`src/rtl/nic_irq_ctrl.sv`:
```
`timescale 1ns/1ps
module nic_irq_ctrl #(
  parameter int ADDR_W = 10,
  parameter logic [ADDR_W-1:0] OFS_EVT  = 'h004,
  parameter logic [ADDR_W-1:0] OFS_MASK = 'h008,
  parameter logic [ADDR_W-1:0] OFS_MGMT = 'h040,
  parameter logic [ADDR_W-1:0] OFS_TXC  = 'h0C4
) (
  input  logic              clk,
  input  logic              rst_n,
  input  logic              wr_en,
  input  logic              rd_en,
  input  logic [ADDR_W-1:0] addr,
  input  logic [31:0]       wdata,
  output logic [31:0]       rdata,
  input  logic [12:0]       evt_pulse,
  output logic [12:0]       irq
);
  localparam int NEVT    = 13;
  localparam int EVT_LSB = 32 - NEVT;
  localparam int MII_BIT = 23;
  localparam int GRA_BIT = 28;
  localparam logic [31:0] EVT_KEEP = {{NEVT{1'b1}}, {EVT_LSB{1'b0}}};
  localparam int LINE_POS [NEVT] = '{27, 26, 19, 20, 25, 24, 23, 21, 31, 28, 22, 29, 30};

  logic [31:0] evt_q, mask_q, evt_d, mask_d, set_v, clr_v;
  logic [NEVT-1:0] line_d;

  wire wr_evt  = wr_en && (addr == OFS_EVT);
  wire wr_mask = wr_en && (addr == OFS_MASK);
  wire wr_mgmt = wr_en && (addr == OFS_MGMT);
  wire wr_txc  = wr_en && (addr == OFS_TXC);

  assign set_v = {evt_pulse, {EVT_LSB{1'b0}}}
               | ({31'b0, wr_mgmt} << MII_BIT)
               | ({31'b0, wr_txc & wdata[0]} << GRA_BIT);
  assign clr_v  = wr_evt ? wdata : 32'b0;
  assign evt_d  = ((evt_q & ~clr_v) | set_v) & EVT_KEEP;
  assign mask_d = wr_mask ? wdata : mask_q;

  for (genvar g = 0; g < NEVT; g++) begin : g_line
    assign line_d[g] = evt_d[LINE_POS[g]] & mask_d[LINE_POS[g]];
  end

  always_ff @(posedge clk or negedge rst_n) begin
    if (!rst_n) begin
      evt_q  <= '0;
      mask_q <= '0;
      irq    <= '0;
    end else begin
      evt_q  <= evt_d;
      mask_q <= mask_d;
      irq    <= line_d;
    end
  end

  always_comb begin
    rdata = '0;
    if (rd_en) begin
      if (addr == OFS_EVT)       rdata = evt_q;
      else if (addr == OFS_MASK) rdata = mask_q;
    end
  end
endmodule

```
`config.mk`:
```
export PLATFORM = sky130hd
export DESIGN_NAME = nic_irq_ctrl
export DESIGN_NICKNAME = d
export VERILOG_FILES = /design/src/rtl/nic_irq_ctrl.sv
export SDC_FILE = /design/constraint.sdc
export NUM_CORES = 1
export LEC_CHECK = 0
export BUFFER_PORTS_ARGS = -buffer_cell sky130_fd_sc_hd__buf_2
export CAP_MARGIN = 30
export CORE_ASPECT_RATIO = 0.9
export CORE_MARGIN = 2
export CORE_UTILIZATION = 53
export CTS_BUF_LIST = sky130_fd_sc_hd__clkbuf_16
export DETAILED_ROUTE_END_ITERATION = 16
export PLACE_DENSITY_LB_ADDON = 0.25
export SLEW_MARGIN = 30
export SYNTH_ARGS = -nofsm -noshare
export SYNTH_HDL_FRONTEND = slang
export SYNTH_SLANG_ARGS = --single-unit
```
`constraint.sdc`:
```
create_clock -name clk -period 5.3 [get_ports clk]
set_input_delay 0.795 -clock clk [delete_from_list [all_inputs] [get_ports clk]]
set_output_delay 0.795 -clock clk [all_outputs]
set_load 0.03 [all_outputs]
```
==> summary by stage <==
Clocking
The worst-case clock buffer depth is 2. Clock tree synthesis selected as its root buffer the cell clkbuf_16. Once the clock tree was built, the setup fixing pass inserted 0 buffers. The number of clock buffers added by TritonCTS is 9.

The clock tree synthesis step divided the H-tree into 3 levels. The clock latency on the worst-skew pair is 320 ps. Counting every sink on the clock net gives 58. Clock-pin slew was measured on the worst setup and hold paths at 50 ps. TritonCTS built the clock tree. The number of resized instances in the post-cts repair step is 0. After clock tree synthesis, the flow added hold-fix buffers numbering 0.

Global route
Across every metal layer, demand over resource in global routing totals 24.62%. The via count of the first global-routing pass is 2307. The initial antenna violation count came to 0. For this run the aggregate overflow at the end of global routing stands at 0. The wire length of the first global-routing pass is 10810 um. Entering global routing, the biggest net connects 59 pins.

Placement
Input and output buffers added on the ports amount to 103. The final weighted congestion of routability-driven global placement is 0.8060. Including well taps, the total number of placed cells is 392. After legalization and detailed placement, the total HPWL measured 4650 um. The area after detailed placement is 3312 um2. Before CTS, the worst setup slack after placement is 1533 ps.

Setup path
The critical path required time is 4510 ps. STA classifies the critical path startpoint as an input port. The critical path is of the in2out type.

At the worst endpoint, the arrival time is 2970 ps. Of all nets on the critical path, the largest fanout is 15. The capturing element type of the critical path is a primary output.

Power
The share of power burned in registers is 40.4%. The clock network accounts for 53.6% of the total power. The leakage power summed over all cells is 1.939 nW. IR analysis of the VDD net gives a maximum drop of 0.2444 mV. Cell internal power was estimated by the tool at 0.0008806 W. Combinational logic burns 6.0% of the power. Net switching is 21.05% of the power. For this design the ratio of total power to cell area is 306.5 nW/um2.

The net switching power is 0.0002348 W.

Timing
Setup repair after global routing left no endpoint under its margin. The total count of hold-check failures in the final report is 0. At the pin with the least slew margin, the transition time is 730.4 ps. The number of max-slew violations in the final report was 0. The worst hold slack is 482.1 ps. Setup violations remaining at the end of the flow were counted as 0. Across the routed clock network, the largest skew measured is 1.914 ps. The final sum of negative setup slack is 0 ps. In the post-route analysis, the smallest setup slack over all paths is 1535 ps. The worst pin sits at a relative slew slack of 51.31%. The fraction of the cycle the final worst path needs is 71.04%.

The worst path needs 3765 ps of the cycle, external delays included. The maximum operating frequency is 265.6 MHz.

Routing
Using the TritonRoute via totals, the vias-per-cell ratio works out to 5.631. The routed wire length is 6717 um. The number of design rule violations left after detail routing is 0. The number of search-and-repair iterations in the first detailed-routing pass is 4. Once detail routing completed, the nets flagged for antenna violations numbered 0. The post-detailed-route wirelength per cell is 16.42 um. After the first detailed-routing iteration, the DRC count stood at 132. The routed layout has 2303 vias.

Run status
The flow ran to the end, and the final reports show no timing, DRC or antenna violations.

Synth
The number of distinct standard cells referenced by the synthesized netlist is 38. Averaged over all synthesized cells, the footprint is 11.75 um2. Synthesis handed over a netlist of 235 instances.

Yosys printed 0 warnings. The post-synthesis register bit count is 58. The sequential cell area fraction in the yosys report is 52.58%. The net count after synthesis is 294. The combined area of all synthesized cells is 2760 um2.

Cells and area
In the layout the commonest cells are buf_2, dfrtp_1, and2_1, nand2_1, a22o_1. Summing all non-filler instances in the final layout gives an area of 3640 um2. The area growth from synthesis to layout is 31.87%. The layout filler cell count is 364. The register area is 1451 um2.

The multi-input combinational cells in the finished layout cover a total of 1217 um2. The commonest non-fill, non-tap cell in the layout is buf_2. For this run, the number of standard cells in the final layout without fillers is 409.

In the final layout, the share of cells above drive strength 1 is 41.86%. The repair_antennas step left the layout with diodes totalling 0. In the final design database the tool counted 398 nets.

Floorplanning
The number of placement rows is 24. In this run the horizontal extent of the chip is 80.07 um. The floorplan die height is 72.46 um. The die area is 5802 um2. The top-level port count is 104.

The floorplan core area is 4925 um2. For this configuration, the core starts out at a cell density of 56.05%.

Flow run
The total of max-cap violations is 0.

Worst hold path
The tightest min-delay check is of the reg2reg type.
## worst max-delay path, cell delays in order
cell and delay [ps]:
buf_2 120, or4b_1 850, nor3_4 490, buf_6 210, buf_6 160, and2_1 140, buf_2 190
## cell families after synthesis
kind of cell	after synthesis	synth area share, %
mux	19	7.752
buf+inv	18	4.035
flops	58	52.58
compound gates	53	15.55
simple gates	87	20.08
## stage by stage
step | total power (W) | utilization [%]
after floorplan | 0.0004823 | -
after global placement | 0.0005216 | 66.79
after detailed placement | 0.0005232 | 67.25
after CTS | 0.001118 | 73.55
after global routing | 0.001151 | 73.91
final | 0.001115 | 73.91
## layer usage
layer | global-route usage [%] | wire length [um] | vias to the layer above
li1 | - | - | 1090
met1 | 31.71 | 2910 | 1116
met2 | 40.37 | 3284 | 87
met3 | 7.090 | 436 | 10
met4 | 8.098 | 85 | 0
met5 | 0 | 0 | -
## path summary, 6_finish.rpt
check / start / endpoint / slack [ps] / cells after the start
hold reg to reg: mask_q[15] / mask_q[15] / 480 / 1
hold / removal: mask_q[15] / mask_q[15] / 480 / 1
setup / recovery: addr[2] / rdata[8] / 1530 / 7
min in group asynchronous: rst_n / mask_q[4] / 610 / 2
max in group asynchronous: rst_n / mask_q[21] / 4210 / 2
setup reg to reg: evt_q[28] / irq[9] / 4330 / 2
## sequential cells by signal, summed over array words and instances (netlist names)
| register | cells |
|---|---|
| mask_q | 32 |
| evt_q | 13 |
| irq | 13 |
## power groups by stage
stage | clock [W] | combinational (W) | sequential (W)
2_1_floorplan | 0 | 0.0000215 | 0.000461
3_3_place_gp | 0 | 0.0000638 | 0.000458
3_5_place_dp | 0 | 0.0000651 | 0.000458
4_1_cts | 0.000602 | 0.0000658 | 0.000451
5_1_grt | 0.000627 | 0.0000729 | 0.000451
6_report | 0.000598 | 0.0000664 | 0.000451
## cells in the mapped netlist
| cell type | instances | share of area, % |
|---|---|---|
| a21oi_1 | 11 | 2.0 |
| a221oi_1 | 11 | 3.5 |
| a22o_1 | 13 | 4.1 |
| a22oi_1 | 1 | 0.27 |
| a41oi_1 | 1 | 0.32 |
| and2_1 | 20 | 4.5 |
| buf_1 | 1 | 0.14 |
| buf_2 | 8 | 1.5 |
| buf_4 | 5 | 1.4 |
| buf_6 | 2 | 0.82 |
| dfrtp_1 | 58 | 53 |
| inv_1 | 2 | 0.27 |
| mux2_1 | 10 | 4.1 |
| mux2_2 | 9 | 3.7 |
| nand2_1 | 15 | 2.0 |
| nand3_4 | 1 | 0.63 |
| nand4_1 | 12 | 2.7 |
| nor2_1 | 12 | 1.6 |
| nor2b_1 | 11 | 2.5 |
| nor3_1 | 1 | 0.18 |
| nor3_2 | 1 | 0.36 |
| nor3_4 | 2 | 1.2 |
| nor3b_1 | 1 | 0.27 |
| nor4_1 | 1 | 0.23 |
| nor4_2 | 2 | 0.91 |
| nor4b_2 | 1 | 0.54 |
| o31a_1 | 1 | 0.32 |
| o31ai_1 | 12 | 3.3 |
| o32a_1 | 1 | 0.36 |
| o41a_1 | 1 | 0.41 |
| o41ai_4 | 1 | 1.0 |
| or2_1 | 1 | 0.23 |
| or3_1 | 1 | 0.23 |
| or3b_1 | 1 | 0.32 |
| or3b_2 | 1 | 0.32 |
| or4_4 | 1 | 0.41 |
| or4b_1 | 1 | 0.36 |
| or4b_4 | 1 | 0.50 |
## final cells by class
| class | count | area share (%) |
|---|---|---|
| Clock buffer | 9 | 6.188 |
| Clock inverter | 7 | 2.338 |
| Inverter | 2 | 0.2063 |
| Multi-Input combinational cell | 159 | 33.45 |
| Sequential cell | 58 | 39.88 |
| Tap cell | 65 | 2.234 |
| Timing Repair Buffer | 109 | 15.71 |
Power figures use the tool's default switching activity.
